## src/rtl/hnr_pkg.sv

```systemverilog
package hnr_pkg;

    typedef enum logic {
        MSG_BASE = 1'b0,
        MSG_SPEC = 1'b1
    } msg_kind_e;

endpackage

```

## src/rtl/hnr_mod_reduce.sv

```systemverilog
// Restoring remainder: value mod DIV, one conditional subtract per input bit.
module hnr_mod_reduce #(
    parameter int IN_W  = 32,
    parameter int DIV   = 6,
    parameter int OUT_W = 3
) (
    input  logic [IN_W-1:0]  value,
    output logic [OUT_W-1:0] rem
);

    localparam logic [OUT_W:0] DIV_V = (OUT_W+1)'(DIV);

    logic [OUT_W:0] acc;

    always_comb begin
        acc = '0;
        for (int i = IN_W - 1; i >= 0; i--) begin
            acc = {acc[OUT_W-1:0], value[i]};
            if (acc >= DIV_V) begin
                acc = acc - DIV_V;
            end
        end
        rem = acc[OUT_W-1:0];
    end

endmodule

```

## src/rtl/hnr_dest_pick.sv

```systemverilog
// Chooses interleave granularity from the pattern hit and reduces to a core ID.
module hnr_dest_pick #(
    parameter int ADDR_W     = 32,
    parameter int NUM_CORES  = 6,
    parameter int LINE_BYTES = 64,
    parameter int PAGE_BYTES = 4096,
    parameter int ID_W       = $clog2(NUM_CORES)
) (
    input  logic                  [ADDR_W-1:0] addr,
    input  logic                               pat_hit,
    output logic                  [ID_W-1:0]   core,
    output hnr_pkg::msg_kind_e                 kind
);

    localparam int LINE_SH = $clog2(LINE_BYTES);
    localparam int PAGE_SH = $clog2(PAGE_BYTES);

    logic [ADDR_W-1:0] line_idx;
    logic [ADDR_W-1:0] page_idx;
    logic [ID_W-1:0]   line_home;
    logic [ID_W-1:0]   page_home;

    assign line_idx = addr >> LINE_SH;
    assign page_idx = addr >> PAGE_SH;

    hnr_mod_reduce #(.IN_W(ADDR_W), .DIV(NUM_CORES), .OUT_W(ID_W)) line_red_i (
        .value (line_idx),
        .rem   (line_home)
    );

    hnr_mod_reduce #(.IN_W(ADDR_W), .DIV(NUM_CORES), .OUT_W(ID_W)) page_red_i (
        .value (page_idx),
        .rem   (page_home)
    );

    always_comb begin
        if (pat_hit) begin
            core = page_home;
            kind = hnr_pkg::MSG_SPEC;
        end else begin
            core = line_home;
            kind = hnr_pkg::MSG_BASE;
        end
    end

endmodule

```

## src/rtl/hnode_router.sv

```systemverilog
module hnode_router #(
    parameter int ADDR_W     = 32,
    parameter int NUM_CORES  = 6,
    parameter int LINE_BYTES = 64,
    parameter int PAGE_BYTES = 4096,
    localparam int ID_W      = $clog2(NUM_CORES)
) (
    input  logic              clk,
    input  logic              rst_n,
    input  logic              req_valid,
    output logic              req_ready,
    input  logic [ADDR_W-1:0] req_addr,
    input  logic              req_pat_hit,
    output logic              out_valid,
    input  logic              out_ready,
    output logic [ID_W-1:0]   out_core,
    output logic              out_spec
);

    typedef struct packed {
        logic               vld;
        logic [ID_W-1:0]    core;
        hnr_pkg::msg_kind_e kind;
    } stage_t;

    stage_t             st_d, st_q;
    logic [ID_W-1:0]    pick_core;
    hnr_pkg::msg_kind_e pick_kind;

    hnr_dest_pick #(
        .ADDR_W     (ADDR_W),
        .NUM_CORES  (NUM_CORES),
        .LINE_BYTES (LINE_BYTES),
        .PAGE_BYTES (PAGE_BYTES),
        .ID_W       (ID_W)
    ) pick_i (
        .addr    (req_addr),
        .pat_hit (req_pat_hit),
        .core    (pick_core),
        .kind    (pick_kind)
    );

    assign req_ready = !st_q.vld || out_ready;

    always_comb begin
        st_d = st_q;
        if (out_ready) begin
            st_d.vld = 1'b0;
        end
        if (req_valid && req_ready) begin
            st_d.vld  = 1'b1;
            st_d.core = pick_core;
            st_d.kind = pick_kind;
        end
    end

    always_ff @(posedge clk) begin
        if (!rst_n) begin
            st_q <= '{vld: 1'b0, core: '0, kind: hnr_pkg::MSG_BASE};
        end else begin
            st_q <= st_d;
        end
    end

    assign out_valid = st_q.vld;
    assign out_core  = st_q.core;
    assign out_spec  = (st_q.kind == hnr_pkg::MSG_SPEC);

endmodule

```

## config.mk

```make
export PLATFORM = sky130hd
export DESIGN_NAME = hnode_router
export DESIGN_NICKNAME = d
export VERILOG_FILES = /design/src/rtl/hnr_pkg.sv /design/src/rtl/hnr_mod_reduce.sv /design/src/rtl/hnr_dest_pick.sv /design/src/rtl/hnode_router.sv
export SDC_FILE = /design/constraint.sdc
export NUM_CORES = 1
export LEC_CHECK = 0
export CORE_MARGIN = 8
export CORE_UTILIZATION = 35
export DETAILED_ROUTE_END_ITERATION = 8
export DONT_BUFFER_PORTS = 1
export SETUP_SLACK_MARGIN = 0.05
export SLEW_MARGIN = 15
export SYNTH_ARGS = -nofsm -noshare
export SYNTH_HDL_FRONTEND = slang
export SYNTH_SLANG_ARGS = --single-unit
```

## constraint.sdc

```tcl
create_clock -name clk -period 6.09 [get_ports clk]
set_input_delay 0.609 -clock clk [delete_from_list [all_inputs] [get_ports clk]]
set_output_delay 0.609 -clock clk [all_outputs]
set_load 0.05 [all_outputs]
```

# Yosys cells after proc, flatten, opt, wreduce, memory -nomap -nowiden
# Cells that the tools add are included.
[totals]
elab_cells = 89
reg_bits = 5
ram_bits = 0
mem_bits_ro = 0
latchBits = 0
memories = 0
[classes]
n_eq_ne = 0
n_mux = 30
add_sub_neg = 26
shift = 0
order_cmp = 26
multipliers = 0
reduce_logical = 4
div = 0
bitwise_logic = 0
[op_table]
columns = ["cell", "n"]
rows = [
  ["$ge A4 B3 Y1 const B", 25],
  ["$mux W3", 27],
  ["$sub A3 B3 Y3 const B", 25],
  ["$mux W5", 1],
  ["$ge A1 B3 Y1 const B", 1],
  ["$sub A1 B3 Y3 const B", 1],
  ["$mux W1", 2],
  ["$reduce_bool A2 Y1", 1],
  ["$logic_and A1 B1 Y1", 1],
  ["$logic_not A1 Y1", 1],
  ["$logic_or A1 B1 Y1", 1],
]

# Longest topological paths before layout
[logic_depth]
depth_word = 54
mapped_depth = 22
mapped_depth_nobuf = 20

# Hierarchy
# Synthesis repeated with hierarchy kept, for this count alone.
[unflattened]
hier_cells = 682
area_unflattened_um2 = 4515.6
[by_module_without_submodules]
columns = ["mod", "area_each_um2", "seq_area_each_um2", "cells_per_inst", "instances"]
rows = [
  ["hnr_mod_reduce", 2123.3, 0.0, 327, 2],
  ["hnode_router", 224.0, 100.1, 23, 1],
  ["hnr_dest_pick", 45.0, 0.0, 5, 1],
]

# Worst setup path before layout
# No wires, ideal clock.
[synth_timing]
path_kind = "input to register"
from = "in req_addr[31]"
to = "reg st_q (netlist bit out_core[1])"
path_buffers = 1
slack_ps = 894
stages = 21
arrival_time_ps = 5071
cell_sequence = "buf_2 > nor4b_2 > mux2_4 > a2bb2oi_2 > or3_4 > a221o_1 > o31ai_4 > mux2_1 > nand3b_1 > o211ai_2 > nor2_4 > mux2_4 > a31oi_4 > or3b_1 > o211ai_1 > nor2_2 > mux2_1 > a221oi_2 > o41ai_1 > a221oi_1 > a21oi_1"
[synth_via]
elab_chain_len = 53
[synth_lines]
columns = ["item", "line", "source"]
rows = [
  ["start, declared", "hnode_router.sv:12", "input logic [ADDR_W-1:0] req_addr,"],
  ["$sub A1 B3 Y3 / $ge A1 B3 Y1 (equally long branches)", "hnr_mod_reduce.sv:20, hnr_mod_reduce.sv:19", ""],
  ["$mux W3 *", "hnr_mod_reduce.sv:19", "if (acc >= DIV_V) begin"],
  ["$ge A4 B3 Y1 / $sub A3 B3 Y3 (equally long branches)", "hnr_mod_reduce.sv:19, hnr_mod_reduce.sv:20", ""],
  ["$mux W3 *", "hnr_mod_reduce.sv:19", ""],
  ["$ge A4 B3 Y1 / $sub A3 B3 Y3 (equally long branches)", "hnr_mod_reduce.sv:19, hnr_mod_reduce.sv:20", ""],
  ["$mux W3 *", "hnr_mod_reduce.sv:19", ""],
  ["$ge A4 B3 Y1 / $sub A3 B3 Y3 (equally long branches)", "hnr_mod_reduce.sv:19, hnr_mod_reduce.sv:20", ""],
  ["$mux W3 *", "hnr_mod_reduce.sv:19", ""],
  ["[37 not listed]", "n/a", ""],
  ["$mux W3", "hnr_mod_reduce.sv:19", ""],
  ["$ge A4 B3 Y1 / $sub A3 B3 Y3 (equally long branches)", "hnr_mod_reduce.sv:19, hnr_mod_reduce.sv:20", ""],
  ["$mux W3", "hnr_mod_reduce.sv:19", ""],
  ["$ge A4 B3 Y1 / $sub A3 B3 Y3 (equally long branches)", "hnr_mod_reduce.sv:19, hnr_mod_reduce.sv:20", ""],
  ["$mux W3", "hnr_mod_reduce.sv:19", ""],
  ["$ge A4 B3 Y1 / $sub A3 B3 Y3 (equally long branches)", "hnr_mod_reduce.sv:19, hnr_mod_reduce.sv:20", ""],
  ["$mux W3", "hnr_mod_reduce.sv:19", ""],
  ["$mux W3 *", "hnr_dest_pick.sv:37", "if (pat_hit) begin"],
  ["end signal, assigned", "hnode_router.sv:59", "st_q <= '{vld: 1'b0, core: '0, kind: hnr_pkg::MSG_BASE};"],
  ["end signal, assigned", "hnode_router.sv:61", "st_q <= st_d;"],
  ["end, declared", "hnode_router.sv:26", "stage_t st_d, st_q;"],
]
# Every way passes the cells marked *; elsewhere a longest branch is shown, timed or not.
# A chain may end at the register's enable or synchronous reset.

# Worst setup path after layout
# Same ends and word-level chain as after synthesis.

==> flow_summary.rst <==
.. list-table::
   :header-rows: 1

   * - Metric
     - Value
   * - Pre-CTS setup slack
     - 0.465 ns
   * - RR Endpoint
     - out_core[2]
   * - Insertion delay to the later sink of the worst-skew pair
     - 0.22 ns
   * - Req. time, crit path
     - 6.19 ns
   * - Via count
     - 1991
   * - WL/cell
     - 14.0 µm
   * - Sum of internal, switching and leakage power
     - 310 µW
   * - Library cell with the largest summed area after synthesis
     - sky130_fd_sc_hd__a21oi_1
   * - Run status
     - completed
   * - CTS Root Buffer Type
     - sky130_fd_sc_hd__clkbuf_8
   * - Clock network power share
     - 19.8%
   * - Hold Startpoint
     - rst_n
   * - IR Drop Worst-Case VDD
     - 0.108 mV
   * - Net count after synthesis
     - 309
   * - Initial drt markers
     - 77
   * - DIE WIDTH
     - 90.2 µm
   * - Arrival time at the worst endpoint
     - 5.44 ns
   * - Number of cells produced by synthesis
     - 272
   * - Maximum Capacitance Violations
     - 0
   * - Number of buffers added on ports
     - 0
   * - Number of setup violations in the final report
     - 0
   * - Critical path, cell by cell
     - and4b_1 > mux2_4 > a2bb2oi_2 > or3_4 > a221o_1 > o31ai_4 > mux2_1 > nand3b_1 > o211ai_2 > nor2_4 > mux2_4 > a31oi_4 > or3b_1 > o211ai_1 > nor2_2 > mux2_1 > a221oi_2 > o41ai_1 > a221oi_1 > a21oi_1
   * - Number of placed I/O pins
     - 43
   * - TritonRoute pass-1 iters
     - 4
   * - Per-instance average area after synthesis
     - 7.08 µm²
   * - Fin crit period
     - 5.34 ns
   * - Ratio of total power to cell area
     - 155 mW/mm²
   * - Wire length of the first global-routing pass
     - 8110 µm
   * - Remaining global-route overflow
     - 0
   * - Area delta synth->final
     - 4.22%
   * - Detailed-route wire length
     - 4710 µm
   * - Total GRT Usage
     - 11.1%
   * - R2r setup slk
     - 4.24 ns
   * - Count of H-tree levels built during CTS
     - 1
   * - Non-filler cells in the finished layout
     - 336
   * - Standard-cell row count
     - 27
   * - Share of flip-flops with an asynchronous set or reset
     - 0%
   * - Fill count
     - 582
   * - Yosys top cell area share
     - 5.72%
   * - Post-CTS Repair Setup Buffers
     - 0
   * - Die boundary height
     - 90.2 µm
   * - Count of distinct cell types in the synthesized netlist
     - 77
   * - # DRC
     - 0
   * - Worst Path Class, Setup
     - input port to flip-flop
   * - Standby leakage power
     - 0.736 nW
   * - Worst setup margin
     - 0.750 ns
   * - Peak fanout along the critical path
     - 12
   * - Fraction of power spent switching nets
     - 45.5%
   * - Unrepaired setup endpoints after global routing
     - no
   * - Number of cells traversed by the worst register-to-register path
     - 4
   * - CP Buf/Inv Count
     - 0
   * - Number of max-slew violations in the final report
     - 0
   * - Number of vias per cell after detailed routing
     - 5.93
   * - Worst R2R Start
     - out_valid
   * - Part of the power in combinational logic
     - 65.0%
   * - Number of CTS-inserted buffers
     - 3
   * - Register bit total from synthesis
     - 5
   * - Core Footprint
     - 0.00541 mm²
   * - Switching component of the power
     - 141 µW
   * - Antenna diode instance count
     - 0
   * - Share of final-layout standard cells stronger than drive strength 1
     - 11.7%
   * - Number of hold buffers added after cts
     - 0
   * - Starting Density
     - 35.6%
   * - Tcrit/Tclk final
     - 87.7%
   * - Final Hold Fails
     - 0
   * - Largest clock skew in the final design
     - 0.0000671 ns
   * - DP HPWL
     - 3840 µm
   * - WHS Path Cells
     - 1
   * - Sum Neg Setup Slack
     - 0 ns
   * - CTS Sinks
     - 5
   * - Worst Hold Path EP
     - out_core[0]
   * - DIE AREA
     - 0.00813 mm²
   * - NumNets Final
     - 302
   * - Worst-Margin Slew
     - 0.601 ns
   * - Final estimated routing congestion in global placement
     - 0.816
   * - Cell Int Power
     - 169 µW
   * - Standard cell with the maximum stage delay on the critical path
     - sky130_fd_sc_hd__or3_4
   * - Share of power burned in registers
     - 15.3%
   * - CP startpoint kind
     - input port
   * - CP top delay family
     - compound AO/OA/AOI/OAI gates
   * - DP Cell Count
     - 332
   * - Maximum clock insertion buffer count
     - 2
   * - Antenna violations before repair
     - 0
   * - Warnings, synthesis
     - 0
   * - Count of flip-flops with a built-in enable after synthesis
     - 0
   * - CTS tree
     - yes
   * - Antenna-violating nets left
     - 0
   * - Number of global-route vias before repair
     - 1811
   * - Type of destination of the critical path
     - flip-flop
   * - Fmax
     - 187 MHz
   * - Type of the worst min-delay path
     - input port to flip-flop
   * - Delay of the slowest critical-path stage
     - 0.42 ns
   * - Clock-pin transition on the worst setup and hold timing paths
     - 0.03 ns
   * - Proportion of synthesized chip area in sequential cells
     - 5.20%
   * - CTS-repair resized insts
     - 0
   * - Area contributors post-synth
     - sky130_fd_sc_hd__a21oi_1 (5.7%), sky130_fd_sc_hd__dfxtp_1 (5.2%), sky130_fd_sc_hd__nand2_1 (5.1%)
   * - Pin count of the biggest net entering global routing
     - 14
   * - Slew Limit Headroom
     - 59.9%
   * - Netlist Area Pre-Place
     - 0.00193 mm²
   * - Most used DFF post-synth
     - sky130_fd_sc_hd__dfxtp_1
## sequential cells by signal, indices dropped and copies added, names as in the netlist
signal     cells
out_core       3
out_valid      1
out_spec       1
## final cells by class
type / count / area [µm²] / share of cell area, %
repair buffers: 1 / 7.51 / 0.374
multi-input cells: 247 / 1740 / 86.6
clock buffers: 4 / 45.0 / 2.24
flip-flops and latches: 5 / 100 / 4.99
well taps: 72 / 90.1 / 4.49
inverters: 7 / 26.3 / 1.31
## power by group through the flow
stage / clock (mW) / sequential, mW / combinational (mW)
2_1_floorplan: 0 / 0.0470 / 0.183
3_3_place_gp: 0 / 0.0478 / 0.200
3_5_place_dp: 0 / 0.0479 / 0.202
4_1_cts: 0.0632 / 0.0475 / 0.203
5_1_grt: 0.0644 / 0.0478 / 0.224
6_report: 0.0613 / 0.0474 / 0.202
## cell families (layout without fill, tap and decap cells)
group                     after synthesis  count (layout)  synth area share [%]
DFF                                     5               5                  5.20
and+or+nand+nor                       133             133                  40.7
xor gates and xnor gates                8               8                  3.64
AOI/OAI and AO/OA                      96              96                  40.1
muxes                                  10              10                  5.85
buffers and inverters                  20              12                  4.55
## how the worst max path moves through the flow
stage / startpoint / to / slack [ns] / cells past startpoint
CTS: req_addr[31] / out_core[1] / 0.73 / 20
detailed placement: req_addr[31] / out_core[1] / 0.46 / 20
finish: req_addr[31] / out_core[1] / 0.75 / 20
global route: req_addr[28] / out_core[1] / 0.39 / 20
global placement: req_addr[31] / out_core[1] / 0.54 / 20
floorplan: req_addr[31] / out_core[1] / 0.89 / 21
## cells in the final DEF, fill, tap and decap left out, types with 4 or more instances in the layout
cell,n
sky130_fd_sc_hd__nand2_1,26
sky130_fd_sc_hd__a21oi_1,22
sky130_fd_sc_hd__nor2_1,20
sky130_fd_sc_hd__nor2b_1,12
sky130_fd_sc_hd__nor3_1,11
sky130_fd_sc_hd__o21ai_0,11
sky130_fd_sc_hd__nand2b_1,10
sky130_fd_sc_hd__inv_1,7
sky130_fd_sc_hd__xor2_1,7
sky130_fd_sc_hd__and2_1,6
sky130_fd_sc_hd__o211ai_1,6
sky130_fd_sc_hd__nand3_1,6
sky130_fd_sc_hd__mux2i_1,6
sky130_fd_sc_hd__nand3b_1,5
sky130_fd_sc_hd__dfxtp_1,5
sky130_fd_sc_hd__o211a_1,4
sky130_fd_sc_hd__a211oi_1,4
sky130_fd_sc_hd__nor4_1,4
## metrics by stage
stage          cell area [µm²]  utilization, %  hold WS (ns)
2_1_floorplan             1930               -         0.674
3_3_place_gp              1960            36.3         0.701
3_5_place_dp              1960            36.3         0.712
4_1_cts                   2010            37.1         0.513
5_1_grt                   2010            37.1         0.522
6_report                  2010            37.1         0.517
## synthesized netlist by cell type (all sizes together) (3+ instances only)
master and n:
o21ai 16, or2 4, o211a 4, inv 7, a31oi 4, nand2b 10, nor2b 12, o31ai 3
dfxtp 5, and2 6, nor3 13, nand2 26, a21boi 4, mux2i 6, o31a 4, mux2 4
nand4 3, nor4 4, nor3b 3, or3 4, a21oi 23, nand3 7, xor2 7, a211oi 6
o211ai 7, o41ai 3, nor2 22, nand3b 5, buf 5, clkbuf 8
## per-layer routing
layer	share of wire [%]	GRT usage, %
met1	47	13.7
met2	46	19.1
met3	6.2	2.24
met4	0.21	2.50
met5	0	0
Power figures use the tool's default switching activity.
